`src/rtl/ecc_log_pkg.sv`:
```
package ecc_log_pkg;
  localparam int IDX_W = 3;
  localparam int NSRC  = 2;            // source 0 correctable, 1 uncorrectable

  typedef enum logic [IDX_W-1:0] {
    RI_STATUS = 3'd0,
    RI_CMD    = 3'd1,
    RI_ADDR   = 3'd2,
    RI_SYN    = 3'd3,
    RI_CHAN   = 3'd4
  } reg_idx_e;

  // bit position of each source in the status register
  function automatic int st_pos(input int src);
    return (src == 0) ? 0 : 7;
  endfunction

  // bit position of each source's enable in the command register
  function automatic int en_pos(input int src);
    return (src == 0) ? 7 : 8;
  endfunction
endpackage

```
`src/rtl/ecc_log_flag.sv`:
```
module ecc_log_flag (
  input  logic clk,
  input  logic rst_n,
  input  logic set_i,
  input  logic clr_i,
  output logic flag_o
);
  always_ff @(posedge clk or negedge rst_n) begin
    if (!rst_n) flag_o <= 1'b0;
    else if (set_i) flag_o <= 1'b1;
    else if (clr_i) flag_o <= 1'b0;
  end

  // an event always leaves the flag set
  assert_flag_sets_R1: assert property (@(posedge clk) disable iff (!rst_n)
    set_i |=> flag_o);
  // a clear without a same-cycle event drops the flag
  assert_w1c_clears_R2: assert property (@(posedge clk) disable iff (!rst_n)
    (clr_i && !set_i) |=> !flag_o);
  // without set or clear the flag holds
  assert_flag_holds_R2: assert property (@(posedge clk) disable iff (!rst_n)
    (!clr_i && !set_i) |=> $stable(flag_o));
endmodule

```
`src/rtl/ecc_log_capture.sv`:
```
module ecc_log_capture #(
  parameter int ADDR_W  = 32,
  parameter int BLK_LSB = 12,
  parameter int SYN_W   = 8
) (
  input  logic                      clk,
  input  logic                      rst_n,
  input  logic                      ce_i,
  input  logic                      ue_i,
  input  logic [ADDR_W-1:0]         addr_i,
  input  logic [SYN_W-1:0]          syn_i,
  input  logic                      chan_i,
  input  logic                      ce_logged_i,
  input  logic                      ue_logged_i,
  output logic [ADDR_W-1:BLK_LSB]   blk_o,
  output logic [SYN_W-1:0]          syn_o,
  output logic                      chan_o
);
  logic take_ue, take_ce, capture;

  // uncorrectable wins over a stored correctable; first of a class wins
  assign take_ue = ue_i && !ue_logged_i;
  assign take_ce = ce_i && !ue_i && !ce_logged_i && !ue_logged_i;
  assign capture = take_ue || take_ce;

  always_ff @(posedge clk or negedge rst_n) begin
    if (!rst_n) begin
      blk_o  <= '0;
      syn_o  <= '0;
      chan_o <= 1'b0;
    end else if (capture) begin
      blk_o  <= addr_i[ADDR_W-1:BLK_LSB];
      syn_o  <= syn_i;
      chan_o <= chan_i;
    end
  end

  // a logged uncorrectable error freezes the details
  assert_ue_details_frozen_R7: assert property (@(posedge clk) disable iff (!rst_n)
    ue_logged_i |=> ($stable(blk_o) && $stable(syn_o) && $stable(chan_o)));
  // a logged correctable error is not replaced by another one
  assert_ce_first_wins_R8: assert property (@(posedge clk) disable iff (!rst_n)
    (ce_logged_i && !ue_i) |=> ($stable(blk_o) && $stable(syn_o) && $stable(chan_o)));
  // a fresh uncorrectable error lands in the details
  assert_ue_overwrites_R6: assert property (@(posedge clk) disable iff (!rst_n)
    (ue_i && !ue_logged_i) |=> (blk_o == $past(addr_i[ADDR_W-1:BLK_LSB]) &&
                                syn_o == $past(syn_i) && chan_o == $past(chan_i)));
endmodule

```
`src/rtl/ecc_log_regs.sv`:
```
module ecc_log_regs
  import ecc_log_pkg::*;
#(
  parameter int DATA_W  = 32,
  parameter int ADDR_W  = 32,
  parameter int BLK_LSB = 12,
  parameter int SYN_W   = 8
) (
  input  logic                    clk,
  input  logic                    rst_n,
  input  logic                    we_i,
  input  logic [IDX_W-1:0]        idx_i,
  input  logic [DATA_W-1:0]       wdata_i,
  input  logic [NSRC-1:0]         flag_i,
  input  logic [ADDR_W-1:BLK_LSB] blk_i,
  input  logic [SYN_W-1:0]        syn_i,
  input  logic                    chan_i,
  output logic [DATA_W-1:0]       rdata_o,
  output logic                    irq_o
);
  logic [NSRC-1:0]   en_q;
  logic [DATA_W-1:0] st_word, cmd_word;
  logic [NSRC-1:0]   hit;

  always_ff @(posedge clk or negedge rst_n) begin
    if (!rst_n) en_q <= '0;
    else if (we_i && idx_i == RI_CMD)
      for (int s = 0; s < NSRC; s++) en_q[s] <= wdata_i[en_pos(s)];
  end

  always_comb begin
    st_word  = '0;
    cmd_word = '0;
    for (int s = 0; s < NSRC; s++) begin
      st_word[st_pos(s)]  = flag_i[s];
      cmd_word[en_pos(s)] = en_q[s];
    end
  end

  always_comb begin
    case (idx_i)
      RI_STATUS: rdata_o = st_word;
      RI_CMD:    rdata_o = cmd_word;
      RI_ADDR:   rdata_o = DATA_W'({blk_i, {BLK_LSB{1'b0}}});
      RI_SYN:    rdata_o = DATA_W'(syn_i);
      RI_CHAN:   rdata_o = DATA_W'(chan_i);
      default:   rdata_o = '0;
    endcase
  end

  assign hit   = flag_i & en_q;
  assign irq_o = |hit;
endmodule

```
`src/rtl/ecc_err_log.sv`:
```
module ecc_err_log
  import ecc_log_pkg::*;
#(
  parameter int DATA_W  = 32,
  parameter int ADDR_W  = 32,
  parameter int BLK_LSB = 12,
  parameter int SYN_W   = 8
) (
  input  logic              clk,
  input  logic              rst_n,
  input  logic              ce_evt,
  input  logic              ue_evt,
  input  logic [ADDR_W-1:0] evt_addr,
  input  logic [SYN_W-1:0]  evt_syn,
  input  logic              evt_chan,
  input  logic              reg_we,
  input  logic [IDX_W-1:0]  reg_idx,
  input  logic [DATA_W-1:0] reg_wdata,
  output logic [DATA_W-1:0] reg_rdata,
  output logic              err_irq
);
  logic [NSRC-1:0]         evt_v, flag;
  logic                    st_wr;
  logic [ADDR_W-1:BLK_LSB] blk;
  logic [SYN_W-1:0]        syn;
  logic                    chan;

  assign evt_v = {ue_evt, ce_evt};
  assign st_wr = reg_we && (reg_idx == RI_STATUS);

  for (genvar s = 0; s < NSRC; s++) begin : g_flag
    ecc_log_flag u_flag (
      .clk    (clk),
      .rst_n  (rst_n),
      .set_i  (evt_v[s]),
      .clr_i  (st_wr && reg_wdata[st_pos(s)]),
      .flag_o (flag[s])
    );
  end

  ecc_log_capture #(.ADDR_W(ADDR_W), .BLK_LSB(BLK_LSB), .SYN_W(SYN_W)) u_cap (
    .clk         (clk),
    .rst_n       (rst_n),
    .ce_i        (ce_evt),
    .ue_i        (ue_evt),
    .addr_i      (evt_addr),
    .syn_i       (evt_syn),
    .chan_i      (evt_chan),
    .ce_logged_i (flag[0]),
    .ue_logged_i (flag[1]),
    .blk_o       (blk),
    .syn_o       (syn),
    .chan_o      (chan)
  );

  ecc_log_regs #(.DATA_W(DATA_W), .ADDR_W(ADDR_W), .BLK_LSB(BLK_LSB), .SYN_W(SYN_W)) u_regs (
    .clk     (clk),
    .rst_n   (rst_n),
    .we_i    (reg_we),
    .idx_i   (reg_idx),
    .wdata_i (reg_wdata),
    .flag_i  (flag),
    .blk_i   (blk),
    .syn_i   (syn),
    .chan_i  (chan),
    .rdata_o (reg_rdata),
    .irq_o   (err_irq)
  );

  // clearing both flags with no new event drops the error signal
  assert_irq_drops_R10: assert property (@(posedge clk) disable iff (!rst_n)
    (st_wr && reg_wdata[st_pos(0)] && reg_wdata[st_pos(1)] && !ce_evt && !ue_evt) |=> !err_irq);
  // an event beats a same-cycle clear of its own bit
  assert_event_beats_clear_R11: assert property (@(posedge clk) disable iff (!rst_n)
    (st_wr && ue_evt) |=> reg_idx != RI_STATUS || reg_rdata[st_pos(1)]);
endmodule

```
`config.mk`:
```
export PLATFORM = sky130hd
export DESIGN_NAME = ecc_err_log
export DESIGN_NICKNAME = d
export VERILOG_FILES = /design/src/rtl/ecc_log_pkg.sv /design/src/rtl/ecc_log_flag.sv /design/src/rtl/ecc_log_capture.sv /design/src/rtl/ecc_log_regs.sv /design/src/rtl/ecc_err_log.sv
export SDC_FILE = /design/constraint.sdc
export NUM_CORES = 1
export LEC_CHECK = 0
export ABC_AREA = 1
export BUFFER_PORTS_ARGS = -buffer_cell sky130_fd_sc_hd__buf_4
export CAP_MARGIN = 20
export CORE_MARGIN = 2
export CORE_UTILIZATION = 27
export DETAILED_ROUTE_END_ITERATION = 6
export GPL_TIMING_DRIVEN = 1
export HOLD_SLACK_MARGIN = 0.1
export PLACE_DENSITY = 0.62
export SYNTH_ARGS = -nofsm -noshare
export SYNTH_HDL_FRONTEND = slang
export SYNTH_SLANG_ARGS = --single-unit
```
`constraint.sdc`:
```
create_clock -name clk -period 1.7 [get_ports clk]
set_input_delay 0.085 -clock clk [delete_from_list [all_inputs] [get_ports clk]]
set_output_delay 0.085 -clock clk [all_outputs]
set_load 0.02 [all_outputs]
```
==> metrics.txt <==
Final period util around 80%; RSZ-0062 raised after global routing false; Finish-stage setup viols 0; Area Growth Syn to Fin 55.9%; Core Region 6240 sq um; # rows 29; DPL Wire Length 2870 um; MaxCap Viol Count 0; n_diodes 0; Post-DRT Antenna Nets 0; mean post-synth cell area 7.51 sq um; Syn Std Cell Area 1710 sq um; Sw Ratio 29.7%; share of cells above drive strength 1 between 20 and 30%; Internal Dissipation 1.58 mW; Clock Tree Root clkbuf_8; Vias 1697; area leader, netlist dfrtp_1; Synth cell types 18; Die W 83.6 um; Starting Density 27.4%; Psw approximately 0.67 mW; Seq/Total Area, Yosys 48.2%; Tot GR Track Use 13.4%; fin cells 404; Crit Path Category flop to output pin; combinational power share 25.3%; drt via density roughly 4.2; 1st-pass router iterations 4; Synth top area share around half; Seq pwr share about half; routability congestion estimate 0.739; CP Launch Type flop; drt first-iter violations 65; hold path cells 4; Period minus WS final 1.32 ns; antenna violations before repair 0; Hold Violations, Final 0; GRT overflow 0; P per Cell Area 842 nW/um^2; Sink Count 33; IO Port Bufs 69; total wire length between 4000 and 5000 um; Pleak 1.45 nW; worst path arrival time 1.24 ns; first-pass GRT wire length 7650 um; total power between 2 and 2.5 mW; Setup TNS Final 0 ns; Final nets 408; VDD IR max roughly 350 uV; Crit path required time 1.62 ns; Setup crit end kind output pin; clock-pin slew on the worst setup and hold paths 0.06 ns; synth top area cells dfrtp_1 48%, nand2_1 13%, nand3_1 11%; worst hold path type primary input to flop; clk_lat worst skew 0.28 ns; largest net degree at the start of global routing 34; post-synthesis cell count between 200 and 250; die area 6990 sq um; highest clock rate 757 MHz; postcts setup bufs 0; crit-path max FO 9; DR WL/cell 10.8 um; placed instance count 363; Yosys warning total 0; Worst Clk Skew 0.00240 ns; max-slew violation count 0; vias in the first global route between 1500 and 2000; Inserted Clock Buffers 5; num ports 114; Clock Path Buffers 2; drt drc 0; chip height 83.6 um; CTS tree built; FF-to-FF path depth 4; flops & latches, synth 33; worst hold slack 0.124 ns; Clk pwr share 26.2%; htree depth 2; status complete, no violations
-- metrics by stage --
step / utilization, % / worst slack, ns / instance area, sq um
global placement: 35.8 / 0.218 / 2240
floorplan: - / 0.550 / 1720
detailed placement: 35.8 / 0.205 / 2240
global route: 42.8 / 0.240 / 2670
CTS: 42.7 / 0.190 / 2660
finish: 42.8 / 0.379 / 2670
-- layout make-up --
type / count / area, sq um
clock buffer: 7 / 86.3
fill: 665 / 3570
inverter: 35 / 131
multi-input combinational: 146 / 648
tap: 77 / 96.3
timing repair buffer: 106 / 881
sequential: 33 / 826
-- cells in the mapped netlist --
master / instances
clkbuf_1: 1
nand2_1: 57
o21ai_0: 3
nor3_1: 1
buf_12: 1
inv_2: 3
nor4_1: 1
buf_2: 7
conb_1: 1
nor2_1: 28
buf_6: 3
buf_1: 1
dfrtp_1: 33
nand3_1: 36
buf_4: 3
nand2_2: 13
nand4_1: 4
inv_1: 32
-- state kept, by name, indices dropped and copies added, names as in the netlist --
signal / count
u_cap.chan_o: 1
u_cap.syn_o: 8
u_regs.en_q: 2
g_flag.u_flag.flag_o: 2
u_cap.blk_o: 20
-- power groups by stage --
stage	Sequential, mW	Combinational, mW	Clock [mW]
CTS	1.09	0.577	0.624
floorplan	1.08	0.341	0
global placement	1.10	0.504	0
detailed placement	1.10	0.515	0
global route	1.11	0.654	0.654
finish	1.09	0.568	0.588
-- cell families (layout without fill, tap and decap cells) --
| logic type | Yosys count | in the layout | synth area share, % |
|---|---|---|---|
| buf+inv | 51 | 148 | 14.6 |
| other cells | 1 | 3 | 0.219 |
| flops | 33 | 33 | 48.2 |
| compound gates | 3 | 3 | 0.877 |
| simple gates | 140 | 140 | 36.0 |
-- final timing paths --
path,start,to,slack (ns)
max reg2reg,g_flag[1].u_flag.flag_o,u_cap.syn_o[0],0.41
max in group asynchronous,rst_n,u_cap.blk_o[17],1.10
min in group asynchronous,rst_n,u_regs.en_q[0],0.28
min,reg_wdata[0],g_flag[0].u_flag.flag_o,0.12
min reg2reg,u_cap.blk_o[24],u_cap.blk_o[24],0.47
max,g_flag[1].u_flag.flag_o,err_irq,0.38
-- critical path, stage by stage (launching register included) --
cell and delay, ns:
dfrtp_1 0.39, inv_1 0.27, o21ai_0 0.13, buf_4 0.17
-- routing by layer --
layer | vias to the layer above | track usage, % | share of wire (%)
li1 | 880 | - | -
met1 | 753 | 16.5 | 43
met2 | 58 | 23.1 | 49
met3 | 6 | 3.86 | 6.6
met4 | 0 | 3.52 | 0.99
met5 | - | 0 | 0
-- placed cells by master, fill, tap and decap left out --
| cell | synthesis | routed |
|---|---|---|
| nand2_1 | 57 | 57 |
| buf_4 | 3 | 72 |
| dlygate4sd3_1 | 0 | 34 |
| conb_1 | 1 | 3 |
| clkbuf_1 | 1 | 1 |
| clkbuf_8 | 0 | 6 |
| nand4_1 | 4 | 4 |
| nand3_1 | 36 | 36 |
| nor3_1 | 1 | 1 |
| inv_1 | 32 | 32 |
| inv_2 | 3 | 3 |
| nor2_1 | 28 | 28 |
| dfrtp_1 | 33 | 33 |
| nor4_1 | 1 | 1 |
| o21ai_0 | 3 | 3 |
| nand2_4 | 0 | 1 |
| nand2_2 | 13 | 12 |
-- what timing repair did --
item / 4_1_cts / 5_1_grt
endpoints found under the setup margin: 0 / 1
hold endpoints to repair: 66 / 0
hold buffers: 34 / 0
gates resized for setup: 0 / 1
Power figures use the tool's default switching activity.
